[src/rtl/nic_regs_pkg.sv]
package nic_regs_pkg;

    typedef logic [7:0] byte_t;

    // command bit positions
    localparam int CMD_STOP  = 0;
    localparam int CMD_START = 1;
    localparam int CMD_XMIT  = 2;
    localparam int CMD_RRD   = 3;
    localparam int CMD_RWR   = 4;

    // interrupt status bit positions
    localparam int ST_TX_OK  = 1;
    localparam int ST_DMA_OK = 6;
    localparam int ST_RESET  = 7;
    localparam int EVT_W     = 7;

    localparam byte_t CMD_AT_RESET = 8'h21;
    localparam byte_t ST_AT_RESET  = 8'h80;
    localparam byte_t ST_IRQ_MASK  = 8'h7F;
    localparam byte_t XMIT_DONE    = 8'h01;

    // effective index = {page, offset}
    localparam int IX_RSTART = 8'h01;
    localparam int IX_RSTOP  = 8'h02;
    localparam int IX_BNDRY  = 8'h03;
    localparam int IX_TXPG   = 8'h04;
    localparam int IX_TXLO   = 8'h05;
    localparam int IX_TXHI   = 8'h06;
    localparam int IX_STAT   = 8'h07;
    localparam int IX_DALO   = 8'h08;
    localparam int IX_DAHI   = 8'h09;
    localparam int IX_DCLO   = 8'h0A;
    localparam int IX_DCHI   = 8'h0B;
    localparam int IX_RXCFG  = 8'h0C;
    localparam int IX_DCFG   = 8'h0E;
    localparam int IX_MASK   = 8'h0F;
    localparam int IX_PHYS   = 8'h11;
    localparam int IX_CURPG  = 8'h17;
    localparam int IX_MCAST  = 8'h18;
    localparam int IX_P2STA  = 8'h21;
    localparam int IX_P2STO  = 8'h22;

endpackage

[src/rtl/nic_cmd_unit.sv]
module nic_cmd_unit
    import nic_regs_pkg::*;
(
    input  logic  clk,
    input  logic  rst_n,
    input  logic  cmd_wr,
    input  byte_t wdata,
    input  logic  dma_cnt_zero,
    output byte_t cmd_q,
    output byte_t xmit_stat_q,
    output logic  start_pulse,
    output logic  tx_pulse,
    output logic  dma_rd_pulse,
    output logic  dma_wr_pulse,
    output byte_t st_set,
    output logic  st_clr_reset
);

    typedef struct packed {
        byte_t cmd;
        byte_t xstat;
        logic  start;
        logic  xmit;
        logic  rrd;
        logic  rwr;
    } cmd_state_t;

    cmd_state_t s_d, s_q;

    always_comb begin
        s_d          = s_q;
        s_d.start    = 1'b0;
        s_d.xmit     = 1'b0;
        s_d.rrd      = 1'b0;
        s_d.rwr      = 1'b0;
        st_set       = '0;
        st_clr_reset = 1'b0;
        if (cmd_wr) begin
            s_d.cmd = wdata;
            if (!wdata[CMD_STOP]) begin
                st_clr_reset = 1'b1;
                s_d.start    = wdata[CMD_START];
                if (wdata[CMD_RRD] || wdata[CMD_RWR]) begin
                    if (dma_cnt_zero) begin
                        st_set[ST_DMA_OK] = 1'b1;
                    end else begin
                        s_d.rrd = wdata[CMD_RRD];
                        s_d.rwr = wdata[CMD_RWR];
                    end
                end
                if (wdata[CMD_XMIT]) begin
                    s_d.xstat         = XMIT_DONE;
                    s_d.xmit          = 1'b1;
                    s_d.cmd[CMD_XMIT] = 1'b0;
                    st_set[ST_TX_OK]  = 1'b1;
                end
            end
        end
    end

    always_ff @(posedge clk) begin
        if (!rst_n) begin
            s_q       <= '0;
            s_q.cmd   <= CMD_AT_RESET;
        end else begin
            s_q <= s_d;
        end
    end

    assign cmd_q        = s_q.cmd;
    assign xmit_stat_q  = s_q.xstat;
    assign start_pulse  = s_q.start;
    assign tx_pulse     = s_q.xmit;
    assign dma_rd_pulse = s_q.rrd;
    assign dma_wr_pulse = s_q.rwr;

endmodule

[src/rtl/nic_cfg_bank.sv]
module nic_cfg_bank
    import nic_regs_pkg::*;
#(
    parameter int IDX_W       = 6,
    parameter int PHYS_BYTES  = 6,
    parameter int MCAST_BYTES = 8
) (
    input  logic                          clk,
    input  logic                          rst_n,
    input  logic                          wr,
    input  logic [IDX_W-1:0]              idx,
    input  byte_t                         wdata,
    output byte_t                         ring_start,
    output byte_t                         ring_stop,
    output byte_t                         boundary,
    output byte_t                         cur_page,
    output byte_t                         tx_page,
    output logic [15:0]                   tx_count,
    output logic [15:0]                   dma_addr,
    output logic [15:0]                   dma_count,
    output byte_t                         rx_cfg,
    output byte_t                         data_cfg,
    output byte_t                         imr,
    output logic [PHYS_BYTES-1:0][7:0]    phys,
    output logic [MCAST_BYTES-1:0][7:0]   mcast
);

    typedef struct packed {
        byte_t                        rstart;
        byte_t                        rstop;
        byte_t                        bndry;
        byte_t                        curpg;
        byte_t                        txpg;
        logic [15:0]                  txcnt;
        logic [15:0]                  daddr;
        logic [15:0]                  dcnt;
        byte_t                        rxcfg;
        byte_t                        dcfg;
        byte_t                        mask;
        logic [PHYS_BYTES-1:0][7:0]   phys;
        logic [MCAST_BYTES-1:0][7:0]  mcast;
    } cfg_state_t;

    cfg_state_t s_d, s_q;

    always_comb begin
        s_d = s_q;
        if (wr) begin
            case (int'(idx))
                IX_RSTART: s_d.rstart      = wdata;
                IX_RSTOP:  s_d.rstop       = wdata;
                IX_BNDRY:  s_d.bndry       = wdata;
                IX_TXPG:   s_d.txpg        = wdata;
                IX_TXLO:   s_d.txcnt[7:0]  = wdata;
                IX_TXHI:   s_d.txcnt[15:8] = wdata;
                IX_DALO:   s_d.daddr[7:0]  = wdata;
                IX_DAHI:   s_d.daddr[15:8] = wdata;
                IX_DCLO:   s_d.dcnt[7:0]   = wdata;
                IX_DCHI:   s_d.dcnt[15:8]  = wdata;
                IX_RXCFG:  s_d.rxcfg       = wdata;
                IX_DCFG:   s_d.dcfg        = wdata;
                IX_MASK:   s_d.mask        = wdata;
                IX_CURPG:  s_d.curpg       = wdata;
                default: ;
            endcase
            for (int k = 0; k < PHYS_BYTES; k++) begin
                if (int'(idx) == IX_PHYS + k) s_d.phys[k] = wdata;
            end
            for (int k = 0; k < MCAST_BYTES; k++) begin
                if (int'(idx) == IX_MCAST + k) s_d.mcast[k] = wdata;
            end
        end
    end

    always_ff @(posedge clk) begin
        if (!rst_n) s_q <= '0;
        else        s_q <= s_d;
    end

    assign ring_start = s_q.rstart;
    assign ring_stop  = s_q.rstop;
    assign boundary   = s_q.bndry;
    assign cur_page   = s_q.curpg;
    assign tx_page    = s_q.txpg;
    assign tx_count   = s_q.txcnt;
    assign dma_addr   = s_q.daddr;
    assign dma_count  = s_q.dcnt;
    assign rx_cfg     = s_q.rxcfg;
    assign data_cfg   = s_q.dcfg;
    assign imr        = s_q.mask;
    assign phys       = s_q.phys;
    assign mcast      = s_q.mcast;

endmodule

[src/rtl/nic_irq_unit.sv]
module nic_irq_unit
    import nic_regs_pkg::*;
(
    input  logic             clk,
    input  logic             rst_n,
    input  logic             host_clr,
    input  logic [EVT_W-1:0] clr_bits,
    input  byte_t            cmd_set,
    input  logic             cmd_clr_reset,
    input  logic [EVT_W-1:0] ev_set,
    input  byte_t            imr,
    output byte_t            isr_q,
    output logic             irq
);

    typedef struct packed {
        byte_t isr;
    } irq_state_t;

    irq_state_t s_d, s_q;
    byte_t clr_mask;
    byte_t set_mask;

    always_comb begin
        clr_mask = '0;
        if (host_clr)      clr_mask[EVT_W-1:0] = clr_bits;
        if (cmd_clr_reset) clr_mask[ST_RESET]  = 1'b1;
        set_mask = cmd_set | {1'b0, ev_set};
        s_d.isr  = (s_q.isr & ~clr_mask) | set_mask;
    end

    always_ff @(posedge clk) begin
        if (!rst_n) s_q.isr <= ST_AT_RESET;
        else        s_q     <= s_d;
    end

    assign isr_q = s_q.isr;
    assign irq   = |(s_q.isr & imr & ST_IRQ_MASK);

endmodule

[src/rtl/nic_read_mux.sv]
module nic_read_mux
    import nic_regs_pkg::*;
#(
    parameter int    IDX_W       = 6,
    parameter int    ADDR_W      = 4,
    parameter int    PHYS_BYTES  = 6,
    parameter int    MCAST_BYTES = 8,
    parameter byte_t ID_LO       = 8'h50,
    parameter byte_t ID_HI       = 8'h43
) (
    input  logic                         clk,
    input  logic                         rst_n,
    input  logic                         rd,
    input  logic [ADDR_W-1:0]            addr,
    input  logic [IDX_W-1:0]             idx,
    input  byte_t                        cmd,
    input  byte_t                        xstat,
    input  byte_t                        isr,
    input  byte_t                        ring_start,
    input  byte_t                        ring_stop,
    input  byte_t                        boundary,
    input  byte_t                        cur_page,
    input  logic [15:0]                  dma_addr,
    input  logic [PHYS_BYTES-1:0][7:0]   phys,
    input  logic [MCAST_BYTES-1:0][7:0]  mcast,
    output byte_t                        rdata
);

    typedef struct packed {
        byte_t data;
    } rd_state_t;

    rd_state_t s_d, s_q;
    byte_t     sel;

    always_comb begin
        sel = '0;
        if (addr == '0) begin
            sel = cmd;
        end else begin
            case (int'(idx))
                IX_BNDRY: sel = boundary;
                IX_TXPG:  sel = xstat;
                IX_STAT:  sel = isr;
                IX_DALO:  sel = dma_addr[7:0];
                IX_DAHI:  sel = dma_addr[15:8];
                IX_DCLO:  sel = ID_LO;
                IX_DCHI:  sel = ID_HI;
                IX_CURPG: sel = cur_page;
                IX_P2STA: sel = ring_start;
                IX_P2STO: sel = ring_stop;
                default:  sel = '0;
            endcase
            for (int k = 0; k < PHYS_BYTES; k++) begin
                if (int'(idx) == IX_PHYS + k) sel = phys[k];
            end
            for (int k = 0; k < MCAST_BYTES; k++) begin
                if (int'(idx) == IX_MCAST + k) sel = mcast[k];
            end
        end
        s_d = s_q;
        if (rd) s_d.data = sel;
    end

    always_ff @(posedge clk) begin
        if (!rst_n) s_q <= '0;
        else        s_q <= s_d;
    end

    assign rdata = s_q.data;

endmodule

[src/rtl/nic_regfile.sv]
module nic_regfile
    import nic_regs_pkg::*;
#(
    parameter int    ADDR_W      = 4,
    parameter int    PAGE_W      = 2,
    parameter int    PHYS_BYTES  = 6,
    parameter int    MCAST_BYTES = 8,
    parameter byte_t ID_LO       = 8'h50,
    parameter byte_t ID_HI       = 8'h43
) (
    input  logic                     clk,
    input  logic                     rst_n,
    input  logic [ADDR_W-1:0]        host_addr,
    input  logic                     host_wr,
    input  logic                     host_rd,
    input  logic [7:0]               host_wdata,
    input  logic [EVT_W-1:0]         ev_set,
    output logic [7:0]               host_rdata,
    output logic                     irq,
    output logic                     start_pulse,
    output logic                     tx_pulse,
    output logic                     dma_rd_pulse,
    output logic                     dma_wr_pulse,
    output logic [7:0]               ring_start,
    output logic [7:0]               ring_stop,
    output logic [7:0]               boundary,
    output logic [7:0]               cur_page,
    output logic [7:0]               tx_page,
    output logic [15:0]              tx_count,
    output logic [15:0]              dma_addr,
    output logic [15:0]              dma_count,
    output logic [7:0]               rx_cfg,
    output logic [7:0]               data_cfg,
    output logic [8*PHYS_BYTES-1:0]  phys_addr,
    output logic [8*MCAST_BYTES-1:0] mcast_filter
);

    localparam int IDX_W = ADDR_W + PAGE_W;

    byte_t                       cmd_q;
    byte_t                       xstat_q;
    byte_t                       isr_q;
    byte_t                       imr_q;
    byte_t                       st_set;
    logic                        st_clr_reset;
    logic [IDX_W-1:0]            eff_idx;
    logic                        cmd_wr;
    logic                        cfg_wr;
    logic                        stat_wr;
    logic [PHYS_BYTES-1:0][7:0]  phys_w;
    logic [MCAST_BYTES-1:0][7:0] mcast_w;

    assign eff_idx = {cmd_q[7 -: PAGE_W], host_addr};
    assign cmd_wr  = host_wr && (host_addr == '0);
    assign cfg_wr  = host_wr && (host_addr != '0);
    assign stat_wr = cfg_wr && (int'(eff_idx) == IX_STAT);

    nic_cmd_unit i_cmd (
        .clk          (clk),
        .rst_n        (rst_n),
        .cmd_wr       (cmd_wr),
        .wdata        (host_wdata),
        .dma_cnt_zero (dma_count == 16'h0000),
        .cmd_q        (cmd_q),
        .xmit_stat_q  (xstat_q),
        .start_pulse  (start_pulse),
        .tx_pulse     (tx_pulse),
        .dma_rd_pulse (dma_rd_pulse),
        .dma_wr_pulse (dma_wr_pulse),
        .st_set       (st_set),
        .st_clr_reset (st_clr_reset)
    );

    nic_cfg_bank #(
        .IDX_W       (IDX_W),
        .PHYS_BYTES  (PHYS_BYTES),
        .MCAST_BYTES (MCAST_BYTES)
    ) i_cfg (
        .clk        (clk),
        .rst_n      (rst_n),
        .wr         (cfg_wr),
        .idx        (eff_idx),
        .wdata      (host_wdata),
        .ring_start (ring_start),
        .ring_stop  (ring_stop),
        .boundary   (boundary),
        .cur_page   (cur_page),
        .tx_page    (tx_page),
        .tx_count   (tx_count),
        .dma_addr   (dma_addr),
        .dma_count  (dma_count),
        .rx_cfg     (rx_cfg),
        .data_cfg   (data_cfg),
        .imr        (imr_q),
        .phys       (phys_w),
        .mcast      (mcast_w)
    );

    nic_irq_unit i_irq (
        .clk           (clk),
        .rst_n         (rst_n),
        .host_clr      (stat_wr),
        .clr_bits      (host_wdata[EVT_W-1:0]),
        .cmd_set       (st_set),
        .cmd_clr_reset (st_clr_reset),
        .ev_set        (ev_set),
        .imr           (imr_q),
        .isr_q         (isr_q),
        .irq           (irq)
    );

    nic_read_mux #(
        .IDX_W       (IDX_W),
        .ADDR_W      (ADDR_W),
        .PHYS_BYTES  (PHYS_BYTES),
        .MCAST_BYTES (MCAST_BYTES),
        .ID_LO       (ID_LO),
        .ID_HI       (ID_HI)
    ) i_rd (
        .clk        (clk),
        .rst_n      (rst_n),
        .rd         (host_rd),
        .addr       (host_addr),
        .idx        (eff_idx),
        .cmd        (cmd_q),
        .xstat      (xstat_q),
        .isr        (isr_q),
        .ring_start (ring_start),
        .ring_stop  (ring_stop),
        .boundary   (boundary),
        .cur_page   (cur_page),
        .dma_addr   (dma_addr),
        .phys       (phys_w),
        .mcast      (mcast_w),
        .rdata      (host_rdata)
    );

    assign phys_addr    = phys_w;
    assign mcast_filter = mcast_w;

endmodule

[config.mk]
export PLATFORM = sky130hd
export DESIGN_NAME = nic_regfile
export DESIGN_NICKNAME = d
export VERILOG_FILES = /design/src/rtl/nic_regs_pkg.sv /design/src/rtl/nic_cmd_unit.sv /design/src/rtl/nic_cfg_bank.sv /design/src/rtl/nic_irq_unit.sv /design/src/rtl/nic_read_mux.sv /design/src/rtl/nic_regfile.sv
export SDC_FILE = /design/constraint.sdc
export NUM_CORES = 1
export LEC_CHECK = 0
export BUFFER_PORTS_ARGS = -buffer_cell sky130_fd_sc_hd__buf_2
export CORE_MARGIN = 2
export CORE_UTILIZATION = 41
export CTS_CLUSTER_DIAMETER = 200
export DETAILED_ROUTE_END_ITERATION = 10
export PLACE_DENSITY_LB_ADDON = 0.1
export RECOVER_POWER = 25
export SYNTH_ARGS = -nofsm -noshare
export SYNTH_HDL_FRONTEND = slang
export SYNTH_HIERARCHICAL = 1
export SYNTH_SLANG_ARGS = --single-unit
export TNS_END_PERCENT = 1
[constraint.sdc]
create_clock -name clk -period 2.3 [get_ports clk]
set_input_delay 0.23 -clock clk [delete_from_list [all_inputs] [get_ports clk]]
set_output_delay 0.23 -clock clk [all_outputs]
set_load 0.005 [all_outputs]
==> flow_summary.json <==
{
  "finalNonFillerCells": 1971,
  "r2r_start": "i_cmd/cmd_q[6]",
  "insertedDiodeCount": 0,
  "cts_sinks": 252,
  "met1_length_um": 20050,
  "drt_iter0_drc": 831,
  "wire_per_inst_um": 23.30,
  "ant_nets": 0,
  "finalSetupViolCount": 1,
  "syn_inst": 1257,
  "rrSetupSlack_ps": -10,
  "drv_cap": 0,
  "final_core_util_pct": 53.63,
  "netlist_area_um2": 11650,
  "critPathKind": "register to register",
  "place_worst_setup_slack_ps": -246.5,
  "die_area_um2": 29770,
  "first_pass_iters": 6,
  "first_global_vias": 10680,
  "worstMarginPinSlew_ps": 868.1,
  "p_leak_uw": 0.007142,
  "ir_drop_uv": 452.9,
  "cp_data_arrival_time_ps": 2790,
  "antenna_found_initial": 0,
  "critPathLaunchType": "register",
  "finalWeightedCongestion": 0.9926,
  "die_h_um": 172.5,
  "clkLatencyLatePin_ps": 550,
  "period_share_pct": 100.6,
  "fin_nets": 1595,
  "hp-class": "primary input to register",
  "fmaxAchievable_mhz": 432.4,
  "core_um2": 27860,
  "slowest_delay_ps": 600,
  "grt_pass1_wl_um": 68480,
  "startpoint": "i_cmd/cmd_q[6]",
  "worst_setup_path_end_kind": "register",
  "num_vias": 11010,
  "post-dp-hpwl_um": 33770,
  "cts_root_buf": "clkbuf_16",
  "total_power_uw": 9924,
  "worstPathCellList": "buf_4 -> or4b_4 -> nor2_4 -> a221oi_1 -> buf_4 -> a32oi_2 -> buf_4 -> o2111ai_2 -> a21oi_2",
  "cts_made_buffers": 28,
  "slew_headroom_pct": 42.12,
  "routed-wl-met3_um": 2693,
  "area_delta_synth_final_pct": 28.26,
  "start_util_pct": 41.81,
  "worst_slack_ps": -12.85,
  "clock_path_buffers": 3,
  "critPathRequiredTime_ps": 2770,
  "finalWirelength_um": 45930,
  "cts_tree": "yes",
  "rows": 61,
  "grt_usage_pct": 29.69,
  "grt_max_degree": 97,
  "synth.yosys.warnings": 6,
  "hold_viol": 0,
  "outcome": "finished, violations left",
  "io_pins": 252,
  "routed.top_layer": "met4",
  "fin_worst_skew_ps": 12.08,
  "viasPerCell": 5.587,
  "power_density_nw_per_um2": 664.3,
  "drc_errors": 0,
  "clk_pin_slew_ps": 60,
  "slew_violations": 0,
  "avgSynthCellArea_um2": 9.266,
  "slowest_stage": "or4b_4",
  "die_x_um": 172.5,
  "grt_overflow": 0,
  "cpLargestDelayFamily": "simple AND/OR/NAND/NOR gates",
  "htreeDepth": 1,
  "numPortBuffers": 251,
  "dp.cells": 1906,
  "worst-path-buf-inv": 3,
  "rsz0062_at_grt": "yes",
  "post_cts_buffers": 0,
  "min_from": "host_wdata[6]",
  "violations": "negative setup slack",
  "met2_length_um": 21500,
  "drive_gt1_share_pct": 25.36,
  "cp_common_cell": "buf_4",
  "path_max_fanout": 12,
  "fin_crit_ps": 2313
}
## final timing paths
path,cells after the start,end
max,9,i_rd/rdata[1]
min,3,i_cmd/cmd_q[6]
min reg2reg,2,i_cfg/data_cfg[6]
max reg2reg,9,i_rd/rdata[1]
## flip-flops by register name, indices dropped and copies added (netlist names), 16 cells and up
| name | count |
|---|---|
| i_cfg/dma_count | 16 |
| i_cfg/phys | 48 |
| i_cfg/tx_count | 16 |
| i_cfg/mcast | 64 |
| i_cfg/dma_addr | 16 |
## power breakdown
part	total, uW	leakage, uW	internal, uW	switching, uW
registers	4450	0.00203	4400	42.0
clock network	4740	0.000482	2890	1850
logic	735	0.00463	256	480
## through the flow
step	setup TNS [ps]	hold WS [ps]	cell area [um2]
2_1_floorplan	0	358.0	11690
3_3_place_gp	-643.5	441.9	13850
3_5_place_dp	-633.5	445.1	13850
4_1_cts	0	1.540	15020
5_1_grt	-135.6	34.88	14940
6_report	-12.85	19.72	14940
## per-layer routing
metal	vias to the layer above	GRT usage [%]
li1	5092	-
met1	5360	39.48
met2	459	49.15
met3	101	4.705
met4	0	10.11
met5	-	0
## worst reg2reg max path, cell delays in order (launching register included)
cell       delay [ps]
dfxtp_1           310
buf_4             180
or4b_4            600
nor2_4            130
a221oi_1           90
buf_4             160
a32oi_2           270
buf_4             160
o2111ai_2         190
a21oi_2           160
## final cells by class
| type | count | area, um2 |
|---|---|---|
| Fill cell | 2593 | 12920 |
| Multi-Input combinational cell | 903 | 6167 |
| Sequential cell | 252 | 5046 |
| Timing Repair Buffer | 379 | 2238 |
| Clock buffer | 41 | 850.8 |
| Tap cell | 378 | 473.0 |
| Clock inverter | 10 | 133.9 |
| Inverter | 8 | 30.03 |
## timing repair
| item | CTS | global route |
|---|---|---|
| pin swaps | 3 | 0 |
| hold buffers | 14 | 0 |
| setup endpoints to repair | 2 | 3 |
| hold endpoints to repair | 18 | 0 |
| gates resized for setup | 8 | 4 |
| cloned | 0 | 0 |
## cell usage in the layout (no fill, tap or decap), drive strengths merged, types with 8 or more instances in the layout
cell and n:
mux2i 235, a21oi 26, clkbuf 98, a21boi 11
inv 8, a22oi 21, buf 308, nor2b 15
nand2b 14, o211ai 10, o21ai 29, and3 12
nand4 8, conb 13, nor2 42, dfxtp 252
o22ai 11, nand3 25, a31oi 9, a221oi 12
dlygate4sd3 14, nand3b 9, nand2 274, a211oi 8
nor3 11, nor4 11
No activity file was read; power rests on OpenSTA's default activity.
